$ cat src/rtl/uart_fifo_pkg.sv
package uart_fifo_pkg;

    typedef enum logic [0:0] {
        RX_UNDER,
        RX_OVER
    } rx_irq_st_t;

    typedef enum logic [1:0] {
        TX_REQ,
        TX_FILLED,
        TX_HELD
    } tx_irq_st_t;

    // Receive trigger decode of the shared code
    function automatic int unsigned rx_level_of(input logic [1:0] code);
        unique case (code)
            2'd0:    return 8;
            2'd1:    return 16;
            2'd2:    return 56;
            default: return 60;
        endcase
    endfunction

    // Transmit trigger decode of the shared code (enhanced mode only)
    function automatic int unsigned tx_level_of(input logic [1:0] code);
        unique case (code)
            2'd0:    return 8;
            2'd1:    return 16;
            2'd2:    return 32;
            default: return 56;
        endcase
    endfunction

endpackage

$ cat src/rtl/uart_fifo_cfg.sv
module uart_fifo_cfg
    import uart_fifo_pkg::*;
#(
    parameter int LW = 7
) (
    input  logic          clk,
    input  logic          rst_n,
    input  logic          cfg_wr,
    input  logic [7:0]    cfg_wdata,
    input  logic          enh_en,
    output logic          fifo_en,
    output logic          dma_mode,
    output logic          rx_flush_pend,
    output logic          tx_flush_pend,
    output logic [7:0]    cfg_rdata,
    output logic [LW-1:0] rx_trig,
    output logic [LW-1:0] tx_trig,
    output logic [LW-1:0] rx_trig_nxt,
    output logic [LW-1:0] tx_trig_nxt
);

    logic [1:0] code_q, code_nxt;
    logic [1:0] rx_fld_q, tx_fld_q;
    logic       enh_q;

    // the shared code comes from the field that is writable last
    always_comb begin
        code_nxt = code_q;
        if (cfg_wr) begin
            code_nxt = enh_en ? cfg_wdata[5:4] : cfg_wdata[7:6];
        end
    end

    always_ff @(posedge clk or negedge rst_n) begin
        if (!rst_n) begin
            code_q        <= '0;
            rx_fld_q      <= '0;
            tx_fld_q      <= '0;
            enh_q         <= 1'b0;
            fifo_en       <= 1'b0;
            dma_mode      <= 1'b0;
            rx_flush_pend <= 1'b0;
            tx_flush_pend <= 1'b0;
        end else begin
            code_q        <= code_nxt;
            enh_q         <= enh_en;
            // flush requests are single-cycle and need the enable bit
            rx_flush_pend <= cfg_wr & cfg_wdata[0] & cfg_wdata[1];
            tx_flush_pend <= cfg_wr & cfg_wdata[0] & cfg_wdata[2];
            if (cfg_wr) begin
                fifo_en  <= cfg_wdata[0];
                dma_mode <= cfg_wdata[3];
                rx_fld_q <= cfg_wdata[7:6];
                if (enh_en) begin
                    tx_fld_q <= cfg_wdata[5:4];
                end
            end
        end
    end

    always_comb begin
        rx_trig     = LW'(rx_level_of(code_q));
        tx_trig     = enh_q ? LW'(tx_level_of(code_q)) : LW'(1);
        rx_trig_nxt = LW'(rx_level_of(code_nxt));
        tx_trig_nxt = enh_en ? LW'(tx_level_of(code_nxt)) : LW'(1);
        cfg_rdata   = {rx_fld_q, tx_fld_q, dma_mode, tx_flush_pend,
                       rx_flush_pend, fifo_en};
    end

endmodule

$ cat src/rtl/uart_fifo_lane.sv
module uart_fifo_lane #(
    parameter int DEPTH = 64,
    parameter int AW    = 6,
    parameter int LW    = 7
) (
    input  logic          clk,
    input  logic          rst_n,
    input  logic          active,
    input  logic          flush,
    input  logic          push,
    input  logic          pop,
    output logic [AW-1:0] wr_ptr,
    output logic [AW-1:0] rd_ptr,
    output logic [LW-1:0] level,
    output logic [LW-1:0] level_nxt,
    output logic          pop_acc,
    output logic          overrun,
    output logic          underrun
);

    localparam logic [LW-1:0] FULL_LVL = LW'(DEPTH);

    logic full, empty, push_ok, pop_ok;

    always_comb begin
        full    = (level == FULL_LVL);
        empty   = (level == '0);
        push_ok = active & ~flush & push & ~full;
        pop_ok  = active & ~flush & pop & ~empty;
        pop_acc = pop_ok;
        level_nxt = level;
        if (flush) begin
            level_nxt = '0;
        end else begin
            unique case ({push_ok, pop_ok})
                2'b10:   level_nxt = level + LW'(1);
                2'b01:   level_nxt = level - LW'(1);
                default: level_nxt = level;
            endcase
        end
    end

    always_ff @(posedge clk or negedge rst_n) begin
        if (!rst_n) begin
            wr_ptr   <= '0;
            rd_ptr   <= '0;
            level    <= '0;
            overrun  <= 1'b0;
            underrun <= 1'b0;
        end else begin
            level    <= level_nxt;
            overrun  <= active & ~flush & push & full;
            underrun <= active & ~flush & pop & empty;
            if (flush) begin
                wr_ptr <= '0;
                rd_ptr <= '0;
            end else begin
                if (push_ok) wr_ptr <= wr_ptr + AW'(1);
                if (pop_ok)  rd_ptr <= rd_ptr + AW'(1);
            end
        end
    end

endmodule

$ cat src/rtl/uart_rx_irq_fsm.sv
module uart_rx_irq_fsm
    import uart_fifo_pkg::*;
#(
    parameter int LW = 7
) (
    input  logic          clk,
    input  logic          rst_n,
    input  logic          enable,
    input  logic [LW-1:0] level_nxt,
    input  logic [LW-1:0] trig_nxt,
    output logic          irq
);

    rx_irq_st_t st_q, st_nxt;

    always_comb begin
        st_nxt = st_q;
        unique case (st_q)
            RX_UNDER: if (level_nxt >= trig_nxt) st_nxt = RX_OVER;
            RX_OVER:  if (level_nxt <  trig_nxt) st_nxt = RX_UNDER;
            default:  st_nxt = RX_UNDER;
        endcase
    end

    always_ff @(posedge clk or negedge rst_n) begin
        if (!rst_n) st_q <= RX_UNDER;
        else        st_q <= st_nxt;
    end

    always_comb begin
        irq = enable && (st_q == RX_OVER);
    end

endmodule

$ cat src/rtl/uart_tx_irq_fsm.sv
module uart_tx_irq_fsm
    import uart_fifo_pkg::*;
#(
    parameter int LW = 7
) (
    input  logic          clk,
    input  logic          rst_n,
    input  logic          enable,
    input  logic [LW-1:0] level_nxt,
    input  logic [LW-1:0] trig_nxt,
    input  logic          pop_acc,
    output logic          irq
);

    tx_irq_st_t st_q, st_nxt;

    always_comb begin
        st_nxt = st_q;
        unique case (st_q)
            TX_REQ: begin
                // fill
                if (level_nxt != '0 && level_nxt >= trig_nxt) st_nxt = TX_FILLED;
            end
            TX_FILLED: begin
                if (level_nxt == '0)            st_nxt = TX_REQ;    // drain
                else if (level_nxt < trig_nxt)  st_nxt = pop_acc ? TX_REQ   // drain
                                                                 : TX_HELD; // raise
            end
            TX_HELD: begin
                if (level_nxt == '0)            st_nxt = TX_REQ;    // empty
                else if (level_nxt >= trig_nxt) st_nxt = TX_FILLED; // refill
            end
            default: st_nxt = TX_REQ;
        endcase
    end

    always_ff @(posedge clk or negedge rst_n) begin
        if (!rst_n) st_q <= TX_REQ;
        else        st_q <= st_nxt;
    end

    always_comb begin
        irq = enable && (st_q == TX_REQ);
    end

endmodule

$ cat src/rtl/uart_fifo_ctrl.sv
module uart_fifo_ctrl #(
    parameter int DEPTH = 64,
    parameter int AW    = $clog2(DEPTH),
    parameter int LW    = $clog2(DEPTH + 1)
) (
    input  logic          clk,
    input  logic          rst_n,
    input  logic          cfg_wr,
    input  logic [7:0]    cfg_wdata,
    input  logic          enh_en,
    input  logic          rx_push,
    input  logic          rx_pop,
    input  logic          tx_push,
    input  logic          tx_pop,
    output logic [7:0]    cfg_rdata,
    output logic          dma_mode,
    output logic [AW-1:0] rx_wr_addr,
    output logic [AW-1:0] rx_rd_addr,
    output logic [AW-1:0] tx_wr_addr,
    output logic [AW-1:0] tx_rd_addr,
    output logic [LW-1:0] rx_level,
    output logic [LW-1:0] tx_level,
    output logic [LW-1:0] rx_trig,
    output logic [LW-1:0] tx_trig,
    output logic          rx_irq,
    output logic          tx_irq,
    output logic          rx_overrun,
    output logic          rx_underrun,
    output logic          tx_overrun,
    output logic          tx_underrun
);

    logic          fifo_en, rx_pend, tx_pend;
    logic [LW-1:0] rx_trig_nxt, tx_trig_nxt;
    logic [LW-1:0] rx_lvl_nxt, tx_lvl_nxt;
    logic          rx_pop_acc, tx_pop_acc;
    logic          rx_flush, tx_flush;

    uart_fifo_cfg #(.LW(LW)) u_cfg (
        .clk          (clk),
        .rst_n        (rst_n),
        .cfg_wr       (cfg_wr),
        .cfg_wdata    (cfg_wdata),
        .enh_en       (enh_en),
        .fifo_en      (fifo_en),
        .dma_mode     (dma_mode),
        .rx_flush_pend(rx_pend),
        .tx_flush_pend(tx_pend),
        .cfg_rdata    (cfg_rdata),
        .rx_trig      (rx_trig),
        .tx_trig      (tx_trig),
        .rx_trig_nxt  (rx_trig_nxt),
        .tx_trig_nxt  (tx_trig_nxt)
    );

    always_comb begin
        rx_flush = rx_pend | ~fifo_en;
        tx_flush = tx_pend | ~fifo_en;
    end

    uart_fifo_lane #(.DEPTH(DEPTH), .AW(AW), .LW(LW)) u_rx_lane (
        .clk      (clk),
        .rst_n    (rst_n),
        .active   (fifo_en),
        .flush    (rx_flush),
        .push     (rx_push),
        .pop      (rx_pop),
        .wr_ptr   (rx_wr_addr),
        .rd_ptr   (rx_rd_addr),
        .level    (rx_level),
        .level_nxt(rx_lvl_nxt),
        .pop_acc  (rx_pop_acc),
        .overrun  (rx_overrun),
        .underrun (rx_underrun)
    );

    uart_fifo_lane #(.DEPTH(DEPTH), .AW(AW), .LW(LW)) u_tx_lane (
        .clk      (clk),
        .rst_n    (rst_n),
        .active   (fifo_en),
        .flush    (tx_flush),
        .push     (tx_push),
        .pop      (tx_pop),
        .wr_ptr   (tx_wr_addr),
        .rd_ptr   (tx_rd_addr),
        .level    (tx_level),
        .level_nxt(tx_lvl_nxt),
        .pop_acc  (tx_pop_acc),
        .overrun  (tx_overrun),
        .underrun (tx_underrun)
    );

    uart_rx_irq_fsm #(.LW(LW)) u_rx_irq (
        .clk      (clk),
        .rst_n    (rst_n),
        .enable   (fifo_en),
        .level_nxt(rx_lvl_nxt),
        .trig_nxt (rx_trig_nxt),
        .irq      (rx_irq)
    );

    uart_tx_irq_fsm #(.LW(LW)) u_tx_irq (
        .clk      (clk),
        .rst_n    (rst_n),
        .enable   (fifo_en),
        .level_nxt(tx_lvl_nxt),
        .trig_nxt (tx_trig_nxt),
        .pop_acc  (tx_pop_acc),
        .irq      (tx_irq)
    );

endmodule

$ cat config.mk
export PLATFORM = sky130hd
export DESIGN_NAME = uart_fifo_ctrl
export DESIGN_NICKNAME = d
export VERILOG_FILES = /design/src/rtl/uart_fifo_pkg.sv /design/src/rtl/uart_fifo_cfg.sv /design/src/rtl/uart_fifo_lane.sv /design/src/rtl/uart_rx_irq_fsm.sv /design/src/rtl/uart_tx_irq_fsm.sv /design/src/rtl/uart_fifo_ctrl.sv
export SDC_FILE = /design/constraint.sdc
export NUM_CORES = 1
export LEC_CHECK = 0
export CAP_MARGIN = 20
export CORE_MARGIN = 2
export CORE_UTILIZATION = 45
export CTS_CLUSTER_SIZE = 28
export DETAILED_ROUTE_END_ITERATION = 16
export HOLD_SLACK_MARGIN = 0.12
export PLACE_DENSITY = 0.8
export SYNTH_ARGS = -nofsm -noshare
export SYNTH_HDL_FRONTEND = slang
export SYNTH_SLANG_ARGS = --single-unit
$ cat constraint.sdc
create_clock -name clk -period 3.7 [get_ports clk]
set_clock_uncertainty 0.1 [all_clocks]
set_input_delay 0.74 -clock clk [delete_from_list [all_inputs] [get_ports clk]]
set_output_delay 0.74 -clock clk [all_outputs]
set_load 0.02 [all_outputs]
==> metrics.md <==
| Metric | Value |
|---|---|
| Final setup violating endpoints | `0` |
| GRT Overall Usage | `0.200` |
| Seq cells post-synth | `56` |
| Placed cell area | `4620 sq um` |
| Fraction of registers with async set or reset after synthesis | `1.00` |
| Internal power | `between 0.001 and 0.0015 W` |
| Highest clock rate | `roughly 290 MHz` |
| DRC violation count after routing | `0` |
| DR WL met2 | `4.44 mm` |
| Worst min-delay path class | `input pin to asynchronous set/reset pin` |
| Main synth FF type | `dfrtp_1` |
| Reg2reg path depth | `15` |
| Sum of overflow across all layers after global routing | `0` |
| Number of core rows | `32` |
| Skew-Pair Late Insertion Delay | `roughly 0.32 ns` |
| Antenna diodes | `0` |
| Routed via count divided by cell count | `roughly 5.2` |
| Fraction of final layout cells sized beyond drive strength 1 | `0.198` |
| Relative area change from synthesis to final layout | `35.8%` |
| Die Width | `between 90 and 100 um` |
| Router iterations before antenna repair | `4` |
| Count of boundary I/O pins | `a little over 80` |
| Clock tree from TritonCTS | `built` |
| Overall via count from detail_route | `3082` |
| Critical path data required time | `between 3 and 4 ns` |
| Number of routed nets with antenna violations | `0` |
| Worst slew margin relative to its limit | `0.621` |
| Hold-fix buffers at CTS | `0` |
| Placeable core region | `approximately 7700 sq um` |
| Post-synthesis sequential area ratio | `0.389` |
| Die Span Y | `between 90 and 100 um` |
| Mapped Avg Cell Area | `9.37 sq um` |
| Post-layout minimum cycle time | `approximately 3.5 ns` |
| Clock root cell | `clkbuf_8` |
| Clock sink count | `56` |
| Wire length of the first global-routing pass | `14.1 mm` |
| Fin. Hold Viols | `0` |
| Worst endpoint data arrival time | `3.60 ns` |
| Gp weighted congestion | `~0.9` |
| Buffers from clock root to sink, at most | `2` |
| Layout net count | `between 500 and 600` |
| Number of filler cells placed in the layout | `slightly above 600` |
| Hold slack | `around 0.13 ns` |
| Design area | `between 4000 and 5000 sq um` |
| Maximum fanout count along the critical path | `4` |
| Run status | `finished, final reports clean` |
| Setup TNS Final | `0 ns` |
| Reg power frac | `0.377` |
| Ratio of final minimum period to clock period | `0.945` |
| Combinational group share of total power | `0.441` |
| H-tree lvl count | `2` |
| Leading cell types in the layout, fill and taps excluded | `clkdlybuf4s50_1 (74), dfrtp_1 (52), nor2_1 (46)` |
| Number of antenna violations at the first check in global routing | `0` |
| Routed wire length | `about 8.6 mm` |
| Clock Power Share | `0.182` |
| Highest signal layer in the routed design | `met4` |
| Net load switching power | `a little under 0.0008 W` |
| Met1 wire length | `3.67 mm` |
| Count of flip-flops with a built-in enable after synthesis | `0` |
| PwrDens | `409 nW/um^2` |
| DP HPWL | `about 6.4 mm` |
| Initial Utilization | `0.466` |
| Reg clk slew, reported paths | `about 0.11 ns` |
| Sort of element at the start of the critical path | `input pin` |
| Worst-case vdd ir drop | `between 0.00015 and 0.0002 V` |
| Die Footprint | `8730 sq um` |
| Largest net degree at the start of global routing | `between 40 and 50` |
| Critical path class | `input pin to register` |
| Total CTS buffers | `5` |
| Number of global-route vias before repair | `3058` |
| Max-cap violation count | `0` |
| Leading cell type in the layout, fill and taps excluded | `clkdlybuf4s50_1` |
| Slew @ Worst Pin | `approximately 0.57 ns` |
| Leakage | `2.27 nW` |
| Port Buf Inserts | `76` |
| Number of pins exceeding their max-slew limit in the final report | `0` |
| DRT iter0 DRCs | `~110` |
| Syn Inst Count | `between 300 and 400` |
| Detail-routed net length per standard cell | `~15 um` |
| Met3 WL post-DR | `between 200 and 300 um` |
| Syn Std Cell Area | `around 3600 sq um` |
| Sw Ratio | `0.387` |
| Unique cell type count in the Yosys netlist | `between 60 and 70` |
| Crit end category | `register` |
| Total number of yosys warnings | `0` |
[area by class of cell]
cell class	instances	area, sq um	share of cell area
Inverter	25	93.8	0.0192
Timing Repair Buffer	117	1090	0.222
Clock buffer	5	68.8	0.0141
Sequential cell	56	1410	0.288
Tap cell	102	128	0.0261
Multi-Input combinational cell	283	2080	0.425
Clock inverter	3	26.3	0.00537
[what timing repair did]
action | 4_1_cts | 5_1_grt
setup buffers | 0 | 6
endpoints found under the setup margin | 1 | 3
hold endpoints to repair | 0 | 0
resized for setup | 1 | 20
pin swaps | 0 | 11
[critical path, cell delays in order]
cell,delay (ns)
clkdlybuf4s50_1,0.47
nand2_1,0.07
nor2b_2,0.14
inv_1,0.05
ha_2,0.20
fa_1,0.39
a21o_1,0.19
a21oi_1,0.25
xnor2_1,0.15
nor2_1,0.05
a21oi_1,0.12
nor2_1,0.08
ha_1,0.32
nand2_1,0.06
nor2_1,0.03
a2111o_1,0.28
[synthesized netlist by cell type, types with 2 or more instances]
master	count	area, sq um
a31oi_1	2	12.5
nor4b_1	3	26.3
dfrtp_1	56	1400
nand3_1	13	65.1
buf_2	3	15.0
nor4_1	2	12.5
inv_2	2	7.51
mux2_2	7	78.8
xnor2_1	12	105
a21oi_1	25	125
ha_1	29	363
nand2_1	34	128
o211ai_1	3	22.5
a21o_1	7	52.6
inv_1	23	86.3
mux2i_1	6	60.1
clkbuf_1	6	22.5
o21ai_1	4	20.0
o21a_1	2	15.0
nor3_2	2	20.0
xor2_1	17	149
buf_4	13	97.6
and2b_2	2	17.5
nor2b_1	3	18.8
o21ai_0	11	55.1
nand4_1	4	25.0
clkbuf_8	2	27.5
and2_1	2	12.5
nor2_1	49	184
a21oi_2	2	17.5
and3_1	3	18.8
nand2b_1	6	37.5
[registers in the layout, indices dropped and copies added (netlist names), 2 cells and up]
name / cells
u_rx_lane.rd_ptr: 6
u_tx_lane.wr_ptr: 6
u_cfg.rx_fld_q: 2
u_tx_irq.st_q: 2
u_cfg.tx_fld_q: 2
u_tx_lane.level: 7
u_rx_lane.wr_ptr: 6
u_tx_lane.rd_ptr: 6
u_cfg.code_q: 2
u_rx_lane.level: 7
[cells by family after synthesis]
group,Yosys count,synth area share
AND/OR/NAND/NOR,137,0.193
flip-flops,56,0.389
buffers and inverters,50,0.0744
AO/OA/AOI/OAI,68,0.127
other,1,0.00104
XOR/XNOR,29,0.0706
multiplexers,13,0.0386
adder cells (fa/ha/maj),30,0.106
[worst paths after layout]
path / startpoint / endpoint / slack, ns
max in group asynchronous: rst_n / u_cfg.fifo_en$_DFFE_PN0P_ / 2.70
setup reg to reg: u_rx_lane.level[3]$_DFF_PN0_ / u_rx_irq.st_q$_DFF_PN0_ / 0.22
min in group clk: u_cfg.rx_fld_q[1]$_DFFE_PN0P_ / u_cfg.rx_fld_q[1]$_DFFE_PN0P_ / 0.42
setup / recovery: rx_push / u_rx_irq.st_q$_DFF_PN0_ / 0.20
hold / removal: rst_n / u_rx_lane.wr_ptr[4]$_DFFE_PN0P_ / 0.13
hold reg to reg: u_cfg.rx_fld_q[1]$_DFFE_PN0P_ / u_cfg.rx_fld_q[1]$_DFFE_PN0P_ / 0.42
[metrics by stage]
step	cells	power [W]	worst slack (ns)	util
floorplan	389	0.00126	0.0161	-
global placement	576	0.00155	-0.122	0.598
detailed placement	576	0.00158	-0.246	0.598
CTS	584	0.00194	0.0762	0.611
global route	591	0.00212	-0.0140	0.633
finish	591	0.00200	0.205	0.633
[layer usage]
| layer | track usage | vias to the layer above |
|---|---|---|
| li1 | - | 1495 |
| met1 | 0.251 | 1490 |
| met2 | 0.349 | 79 |
| met3 | 0.0282 | 18 |
| met4 | 0.0723 | 0 |
| met5 | 0 | - |
[power by group through the flow]
stage	registers (W)	logic [W]	clock network [W]
after CTS	0.000752	0.000821	0.000372
final	0.000753	0.000882	0.000364
after global placement	0.000759	0.000790	0
after global routing	0.000762	0.000966	0.000395
after detailed placement	0.000763	0.000813	0
after floorplan	0.000794	0.000464	0
Note: power is estimated with default switching activity, not from simulation.
